## src/rtl/sclkdiv_pkg.sv

```systemverilog
package sclkdiv_pkg;
    localparam int DEF_DIV_W = 8;
    localparam int DEF_LEN_W = 5;

    // Kind of serial clock edge produced on the last core clock edge
    typedef enum logic [1:0] {
        EDGE_NONE  = 2'd0,
        EDGE_LEAD  = 2'd1,
        EDGE_TRAIL = 2'd2
    } edge_e;
endpackage

```

## src/rtl/sclkdiv_cfg.sv

```systemverilog
module sclkdiv_cfg
    import sclkdiv_pkg::*;
#(
    parameter int DIV_W = DEF_DIV_W,
    parameter int LEN_W = DEF_LEN_W
) (
    input  logic             clk,
    input  logic             rst_n,
    input  logic             load_i,
    input  logic [DIV_W-1:0] div_code_i,
    input  logic             cpol_i,
    input  logic             cpha_i,
    input  logic [LEN_W-1:0] len_code_i,
    output logic             cpol_o,
    output logic             cpha_o,
    output logic [DIV_W-1:0] term_o,
    output logic [LEN_W:0]   data_bits_o
);
    localparam logic [DIV_W-1:0] BYPASS_CODE = {DIV_W{1'b1}};
    localparam logic [LEN_W-1:0] LEN_RESET   = LEN_W'(7);

    typedef struct packed {
        logic             cpol;
        logic             cpha;
        logic [DIV_W-1:0] div;
        logic [LEN_W-1:0] len;
    } cfg_t;

    cfg_t cfg_d, cfg_q;

    always_comb begin
        cfg_d = cfg_q;
        if (load_i) begin
            cfg_d.cpol = cpol_i;
            cfg_d.cpha = cpha_i;
            cfg_d.div  = div_code_i;
            cfg_d.len  = len_code_i;
        end
    end

    always_ff @(posedge clk or negedge rst_n) begin
        if (!rst_n) begin
            cfg_q <= '{cpol: 1'b0, cpha: 1'b0, div: '0, len: LEN_RESET};
        end else begin
            cfg_q <= cfg_d;
        end
    end

    assign cpol_o      = cfg_q.cpol;
    assign cpha_o      = cfg_q.cpha;
    // bypass shares the one-cycle half period of the fastest registered clock
    assign term_o      = (cfg_q.div == BYPASS_CODE) ? '0 : cfg_q.div;
    assign data_bits_o = {1'b0, cfg_q.len} + {{LEN_W{1'b0}}, 1'b1};
endmodule

```

## src/rtl/sclkdiv_count.sv

```systemverilog
module sclkdiv_count
    import sclkdiv_pkg::*;
#(
    parameter int DIV_W = DEF_DIV_W
) (
    input  logic             clk,
    input  logic             rst_n,
    input  logic             active_i,
    input  logic [DIV_W-1:0] term_i,
    output logic             tick_o
);
    localparam logic [DIV_W-1:0] ONE = {{(DIV_W-1){1'b0}}, 1'b1};

    typedef struct packed {
        logic [DIV_W-1:0] cnt;
    } cnt_t;

    cnt_t cnt_d, cnt_q;

    assign tick_o = active_i && (cnt_q.cnt == term_i);

    always_comb begin
        cnt_d = cnt_q;
        if (!active_i || tick_o) begin
            cnt_d.cnt = '0;
        end else begin
            cnt_d.cnt = cnt_q.cnt + ONE;
        end
    end

    always_ff @(posedge clk or negedge rst_n) begin
        if (!rst_n) begin
            cnt_q <= '0;
        end else begin
            cnt_q <= cnt_d;
        end
    end

    // half period never exceeds the terminal count while running
    assert_cnt_bound_R3: assert property (@(posedge clk) disable iff (!rst_n)
        active_i |-> (cnt_q.cnt <= term_i));
endmodule

```

## src/rtl/sclkdiv_edge.sv

```systemverilog
module sclkdiv_edge
    import sclkdiv_pkg::*;
(
    input  logic clk,
    input  logic rst_n,
    input  logic run_i,
    input  logic tick_i,
    input  logic cpol_i,
    input  logic cpha_i,
    output logic active_o,
    output logic sclk_o,
    output logic launch_o,
    output logic capture_o
);
    typedef struct packed {
        logic  active;
        logic  phase;
        edge_e kind;
    } edge_state_t;

    edge_state_t st_d, st_q;

    always_comb begin
        st_d      = st_q;
        st_d.kind = EDGE_NONE;
        if (!st_q.active) begin
            st_d.phase = 1'b0;
            st_d.active = run_i;
        end else if (!run_i && !st_q.phase) begin
            st_d.active = 1'b0;
        end else if (tick_i) begin
            st_d.phase = ~st_q.phase;
            if (!st_q.phase) begin
                st_d.kind = EDGE_LEAD;
            end else begin
                st_d.kind = EDGE_TRAIL;
                st_d.active = run_i;
            end
        end
    end

    always_ff @(posedge clk or negedge rst_n) begin
        if (!rst_n) begin
            st_q <= '{active: 1'b0, phase: 1'b0, kind: EDGE_NONE};
        end else begin
            st_q <= st_d;
        end
    end

    assign active_o  = st_q.active;
    assign sclk_o    = cpol_i ^ st_q.phase;
    assign launch_o  = (st_q.kind == (cpha_i ? EDGE_LEAD : EDGE_TRAIL));
    assign capture_o = (st_q.kind == (cpha_i ? EDGE_TRAIL : EDGE_LEAD));

    assert_idle_level_R2: assert property (@(posedge clk) disable iff (!rst_n)
        !st_q.active |-> (sclk_o == cpol_i));

    assert_cpha0_capture_lead_R5: assert property (@(posedge clk) disable iff (!rst_n)
        (capture_o && !cpha_i) |-> (sclk_o != cpol_i));

    assert_cpha1_capture_trail_R6: assert property (@(posedge clk) disable iff (!rst_n)
        (capture_o && cpha_i) |-> (sclk_o == cpol_i));

    assert_early_stop_R9: assert property (@(posedge clk) disable iff (!rst_n)
        (st_q.active && !run_i && !st_q.phase) |=> (!st_q.active && st_q.kind == EDGE_NONE));
endmodule

```

## src/rtl/sclk_divider.sv

```systemverilog
module sclk_divider
    import sclkdiv_pkg::*;
#(
    parameter int DIV_W = DEF_DIV_W,
    parameter int LEN_W = DEF_LEN_W
) (
    input  logic             clk,
    input  logic             rst_n,
    input  logic             run,
    input  logic [DIV_W-1:0] div_code,
    input  logic             cpol,
    input  logic             cpha,
    input  logic [LEN_W-1:0] len_code,
    output logic             sclk,
    output logic             launch_stb,
    output logic             capture_stb,
    output logic             busy,
    output logic [LEN_W:0]   data_bits
);
    logic             cfg_cpol, cfg_cpha, tick;
    logic [DIV_W-1:0] term;

    sclkdiv_cfg #(.DIV_W(DIV_W), .LEN_W(LEN_W)) u_cfg (
        .clk         (clk),
        .rst_n       (rst_n),
        .load_i      (!busy),
        .div_code_i  (div_code),
        .cpol_i      (cpol),
        .cpha_i      (cpha),
        .len_code_i  (len_code),
        .cpol_o      (cfg_cpol),
        .cpha_o      (cfg_cpha),
        .term_o      (term),
        .data_bits_o (data_bits)
    );

    sclkdiv_count #(.DIV_W(DIV_W)) u_count (
        .clk      (clk),
        .rst_n    (rst_n),
        .active_i (busy),
        .term_i   (term),
        .tick_o   (tick)
    );

    sclkdiv_edge u_edge (
        .clk       (clk),
        .rst_n     (rst_n),
        .run_i     (run),
        .tick_i    (tick),
        .cpol_i    (cfg_cpol),
        .cpha_i    (cfg_cpha),
        .active_o  (busy),
        .sclk_o    (sclk),
        .launch_o  (launch_stb),
        .capture_o (capture_stb)
    );

    assert_strobe_exclusive_R7: assert property (@(posedge clk) disable iff (!rst_n)
        !(launch_stb && capture_stb));

    assert_edge_has_strobe_R7: assert property (@(posedge clk) disable iff (!rst_n)
        (busy && $past(busy) && (sclk != $past(sclk))) |-> (launch_stb || capture_stb));

    assert_len_frozen_R8: assert property (@(posedge clk) disable iff (!rst_n)
        (busy && $past(busy)) |-> $stable(data_bits));
endmodule

```

## config.mk

```make
export PLATFORM = sky130hd
export DESIGN_NAME = sclk_divider
export DESIGN_NICKNAME = d
export VERILOG_FILES = /design/src/rtl/sclkdiv_pkg.sv /design/src/rtl/sclkdiv_cfg.sv /design/src/rtl/sclkdiv_count.sv /design/src/rtl/sclkdiv_edge.sv /design/src/rtl/sclk_divider.sv
export SDC_FILE = /design/constraint.sdc
export NUM_CORES = 1
export LEC_CHECK = 0
export ABC_AREA = 1
export BUFFER_PORTS_ARGS = -buffer_cell sky130_fd_sc_hd__buf_2
export CAP_MARGIN = 20
export CORE_MARGIN = 8
export CORE_UTILIZATION = 35
export DETAILED_ROUTE_END_ITERATION = 8
export HOLD_SLACK_MARGIN = 0.08
export PLACE_DENSITY_LB_ADDON = 0.05
export RECOVER_POWER = 25
export SLEW_MARGIN = 0
export SYNTH_ARGS = -nofsm -noshare
export SYNTH_HDL_FRONTEND = slang
export SYNTH_HIERARCHICAL = 1
export SYNTH_SLANG_ARGS = --single-unit
```

## constraint.sdc

```tcl
create_clock -name clk -period 2.95 [get_ports clk]
set_clock_uncertainty 0.05 [all_clocks]
set_input_delay 0.7375 -clock clk [delete_from_list [all_inputs] [get_ports clk]]
set_output_delay 0.7375 -clock clk [all_outputs]
set_load 0.02 [all_outputs]
```

Word level (Yosys, flattened, before mapping) --
Index checks and enable logic that the tools add are counted.
Operators by class: equality and inequality tests 6, reduce and logical (&&, ||, !) cells 7, bitwise gates (word level) 2, multiplexer cells 11, $add $sub $neg 2
Operator list (number):
- $mux 8 | 2
- $mux 2 | 5
- $add 8x1->8 const B | 1
- $eq 8x8->1 | 1
- $eq 8x8->1 const B | 1
- $add 5x1->6 const B | 1
- $eq 2x2->1 | 2
- $mux 4 | 1
- $ne 2x2->1 const B | 2
- $logic_not 1->1 | 3
- $mux 3 | 1
- $logic_and 1x1->1 | 2
- $mux 1 | 2
- $reduce_and 2->1 | 1
- $logic_or 1x1->1 | 1
- $not 1->1 | 1
- $xor 1x1->1 | 1
Word-level totals: register bits 27, logic and storage cells 36, input port bits 18

Longest topological paths before layout --
depth after elaboration 7, mapped depth 14, gate-level depth less buffers 14

Cells and area by module --
The synthesis kept the hierarchy.
By module, submodules not included:
- sclkdiv_cfg | area each 703.2 µm², seq. area each 379.1 µm², times used 1, cells an instance 84
- sclkdiv_count | area each 514.2 µm², seq. area each 200.2 µm², times used 1, cells an instance 71
- sclkdiv_edge | area each 193.9 µm², seq. area each 100.1 µm², times used 1, cells an instance 26
- sclk_divider | area each 3.8 µm², seq. area each 0.0 µm², times used 1, cells an instance 1

Worst setup path before layout --
Ideal clock, no wire load.
kind register to output, start point reg u_cfg/cfg_q[0] in the netlist's numbering, end point out data_bits[4], required time 2.162 ns, arrival 1.127 ns, cell stages (with the launch flop) 4, path buffers 0, path slack 1.036 ns, path through dfstp_2 > ha_1 > nand3_1 > xor2_1
On the way: cells in the longest elaborated chain, start to end 1
RTL lines:
- start, declared | line sclkdiv_cfg.sv:29 | cfg_t cfg_d, cfg_q;
- start signal, assigned | line sclkdiv_cfg.sv:43 | cfg_q <= '{cpol: 1'b0, cpha: 1'b0, div: '0, len: LEN_RESET};
- start signal, assigned | line sclkdiv_cfg.sv:45 | cfg_q <= cfg_d;
- $add 5x1->6 | line sclkdiv_cfg.sv:53 | assign data_bits_o = {1'b0, cfg_q.len} + {{LEN_W{1'b0}}, 1'b1};
- end, declared | line sclk_divider.sv:18 | output logic [LEN_W:0] data_bits
Every way passes these cells.

Worst setup path in the final report --
Ends and elaborated chain as after synthesis.

==> impl_summary.md <==
Run status
The flow ran to the end, and the final reports show no timing, DRC or antenna violations.

Critical path
In this run the critical register-to-register path is captured at u_edge/st_q[2]. At the worst endpoint, the required time is 2.16 ns. The critical path goes through ha_1, nand3_1, xor2_1, buf_2. Data arrives at the worst endpoint at 1.38 ns.

The slack of the worst reg-to-reg path is 1.17 ns. In this design, the stage delay of the slowest critical-path cell is 0.55 ns. The largest fanout on the critical path is 3. Following the worst setup path forward leads to its endpoint at data_bits[4]. The first element of the critical path is u_cfg/cfg_q[0].

The cell with the largest stage delay on the worst path is dfstp_2. For the worst flop-to-flop path, the logic depth is 14. The worst setup path is launched from a flop. The worst setup path is captured at a primary output. By startpoint and endpoint, the worst setup path is classified as reg -> out. In this run the critical register-to-register path is launched from u_cfg/cfg_q[5].

Global route
The total global routing track utilization is 9.29%. The via count of the first global-routing pass is 1129. The met3 track demand over resource is 3.15%. The overflow left after global routing is 0. For met1 alone, demand over resource in global routing was 10.5%. The initial antenna violation count is 0. The fraction of met2 tracks used by global routing is 15.3%. The layer flagged by global routing as most heavily used is met2.

The first global-routing pass estimated 4.75 mm of wire. Entering global routing, the biggest net connects 31 pins.

Floorplanning
The floorplan has 23 rows. In this run the standard cell core region covers 0.00394 mm2. Pin placement for this block handled 28 I/O pins. The die extent in y is 79.6 um.

The area of the die is 0.00633 mm2. For this configuration, the core starts out at a cell density of 35.9%. The horizontal extent of the die is 79.6 um.

Placed design
At the end of routability-driven placement, the weighted congestion stood at 0.753. The wire-length estimate of the detail-placed layout is 2.14 mm. The number of buffers added on ports is 27. The post-placement cell count is 256.

Cells and area
The non-filler instance count after layout is 260. The area growth from synthesis to layout is 16.0%. In the final design database the tool counted 231 nets.

The register area is 679 um2. The number of antenna diodes in the final layout is 0. After filler insertion, the fill cell instance count of the layout stands at 423.

Cells fill 41.6% of the core in the end. In the final layout, the multi-input gates occupy 589 um2. Of the cells placed in the final design, the portion with a size suffix greater than 1 is 18.6%.

Timing
The sum of negative setup slack is 0 ns. Based on the critical path, the design can be clocked at up to 0.461 GHz. The worst path uses 73.6% of the clock period. The post-layout minimum cycle time is 2.17 ns. The worst slew slack as a fraction of its limit is 4.32%. Setup violations remaining at the end of the flow were counted as 0. The final max-slew violation count was 0. The slew at the pin with the worst max-slew slack is 1.44 ns. Setup repair after global routing left no endpoint under its margin. The final number of hold-violating endpoints is 0.

Drt
The vias per cell is 4.31. The detailed router finished its first iteration with 45 violations. The detailed-route wire length is 2.76 mm. The first detailed-routing pass ran for 5 iterations. The DRC violation count after routing is 0.

The total number of vias is 1120. The post-route antenna net violation count is 0. In the final routed layout, each cell accounts on average for 10.6 um.

Clock network
Counting the buffers created by CTS gives 3. Hold repair after CTS inserted 0 buffers. The number of gates resized after cts is 0. The root buffer selected by CTS is clkbuf_8. Buffers added to address setup during post-CTS repair amount to 0. The number of clock sinks is 27.

The maximum clock path buffer count is 2. The clock slew seen by the registers of the worst setup and hold paths is 0.09 ns. In this run the number of H-tree levels came out at 1. TritonCTS built the clock tree. For the worst-skew pair, the clock arrives at the later sink with an insertion delay of 0.27 ns.

Yosys
The synthesis-stage register bit count is 27. Synthesis instantiated 17 different standard cells from the library. The sequential cell area fraction in the yosys report is 48.0%. The post-synthesis instance total is 182. The warning count from the yosys run is 6.

The area of the mapped netlist is 0.00142 mm2. Averaged over all synthesized cells, the footprint is 7.78 um2. The synthesized design spends more area on one cell type than any other, namely dfrtp_1. The top cell type by area accounts for 42.4% of the synthesized area. The post-synthesis net count is 202. After synthesis, the cell types taking the most area are dfrtp_1 (42%), nand2_1 (13%), inv_1 (9.3%), o21ai_0 (5.7%), dfstp_2 (5.6%).

Job
Across the run, the number of max-cap violations was 0.

Pwr
The analysis attributes to cell leakage a power of 0.856 nW. The completed layout was analyzed and its total power is 753 uW. Dividing total power by cell area gives a power density of 459 mW/mm2. Across the VDD grid, the largest voltage drop is 0.000131 V.

Worst hold path
The min-delay analysis places its worst path in the category reg -> reg.
where the power goes:
part           total, mW  switching (mW)  internal (mW)  leakage (nW)
registers          0.417          0.0195          0.398         0.340
logic              0.130          0.0816         0.0482         0.493
clock network      0.206           0.110         0.0967        0.0228
total              0.753           0.211          0.542         0.856
state kept, by name, indices dropped and copies added, names as in the netlist:
register,count
u_cfg/cpha_o,1
u_edge/active_o,1
u_cfg/cfg_q,13
u_edge/st_q,3
u_cfg/cpol_o,1
u_count/cnt_q,8
through the flow:
step | area, um2 | worst slack [ns] | hold WS [ns]
global placement | 1600 | 1.07 | 0.431
detailed placement | 1600 | 1.06 | 0.440
floorplan | 1420 | 1.04 | 0.392
CTS | 1640 | 0.754 | 0.439
global route | 1640 | 0.670 | 0.477
finish | 1640 | 0.780 | 0.452
cell type report:
type                       count  area share, %
inverter                      35           8.00
tap                           50           3.81
timing repair buffer          27           8.16
sequential                    27           41.4
clock buffer                   4           2.74
multi-input combinational    117           35.9
layer usage:
layer	share of wire (%)	vias to the layer above
li1	-	604
met1	43	493
met5	0	-
met2	48	19
met3	7.1	4
met4	1.4	0
synthesized netlist by cell type:
| master | instances |
|---|---|
| nand2_1 | 49 |
| nand3_1 | 9 |
| nor2_2 | 3 |
| inv_1 | 35 |
| xor2_1 | 7 |
| nand2_4 | 1 |
| xnor2_1 | 5 |
| a21oi_1 | 8 |
| o21ai_0 | 16 |
| nand2_2 | 1 |
| nor2_1 | 13 |
| dfrtp_1 | 24 |
| buf_2 | 3 |
| dfstp_2 | 3 |
| ha_1 | 2 |
| nor3_1 | 1 |
| nor3_2 | 2 |
cells in the final DEF, fill, tap and decap left out, drive strengths merged:
master | Yosys | final
inv | 35 | 35
xor2 | 7 | 7
o21ai | 16 | 16
dfrtp | 24 | 24
a21oi | 8 | 8
dfstp | 3 | 3
clkbuf | 0 | 5
nand3 | 9 | 9
nand2 | 51 | 51
xnor2 | 5 | 5
nor2 | 16 | 16
buf | 3 | 26
ha | 2 | 2
nor3 | 3 | 3
worst min path at each step:
stage	from	end	slack, ns	cells after the start
floorplan	rst_n	u_cfg/cfg_q[10]	0.39	0
global route	u_cfg/cfg_q[1]	u_cfg/cfg_q[1]	0.48	2
CTS	rst_n	u_cfg/cfg_q[4]	0.44	1
global placement	u_cfg/cfg_q[1]	u_cfg/cfg_q[1]	0.43	2
detailed placement	u_cfg/cfg_q[1]	u_cfg/cfg_q[1]	0.44	2
finish	u_cfg/cfg_q[1]	u_cfg/cfg_q[1]	0.45	2
kinds of logic after synthesis:
logic type / count (synthesis) / synth area share (%)
AO/OA/AOI/OAI: 24 / 8.49
XOR/XNOR: 12 / 7.43
adder cells (fa/ha/maj): 2 / 1.77
buffers and inverters: 38 / 10.3
flip-flops: 27 / 48.0
AND/OR/NAND/NOR: 79 / 24.0
critical path: cells and delay by family, from the launching register on:
family                   cells  cell delay (ns)
XOR/XNOR                     1             0.12
adder cells (fa/ha/maj)      1             0.18
buffers and inverters        1             0.18
flip-flops                   1             0.55
AND/OR/NAND/NOR              1             0.09
Note: power is estimated with default switching activity, not from simulation.
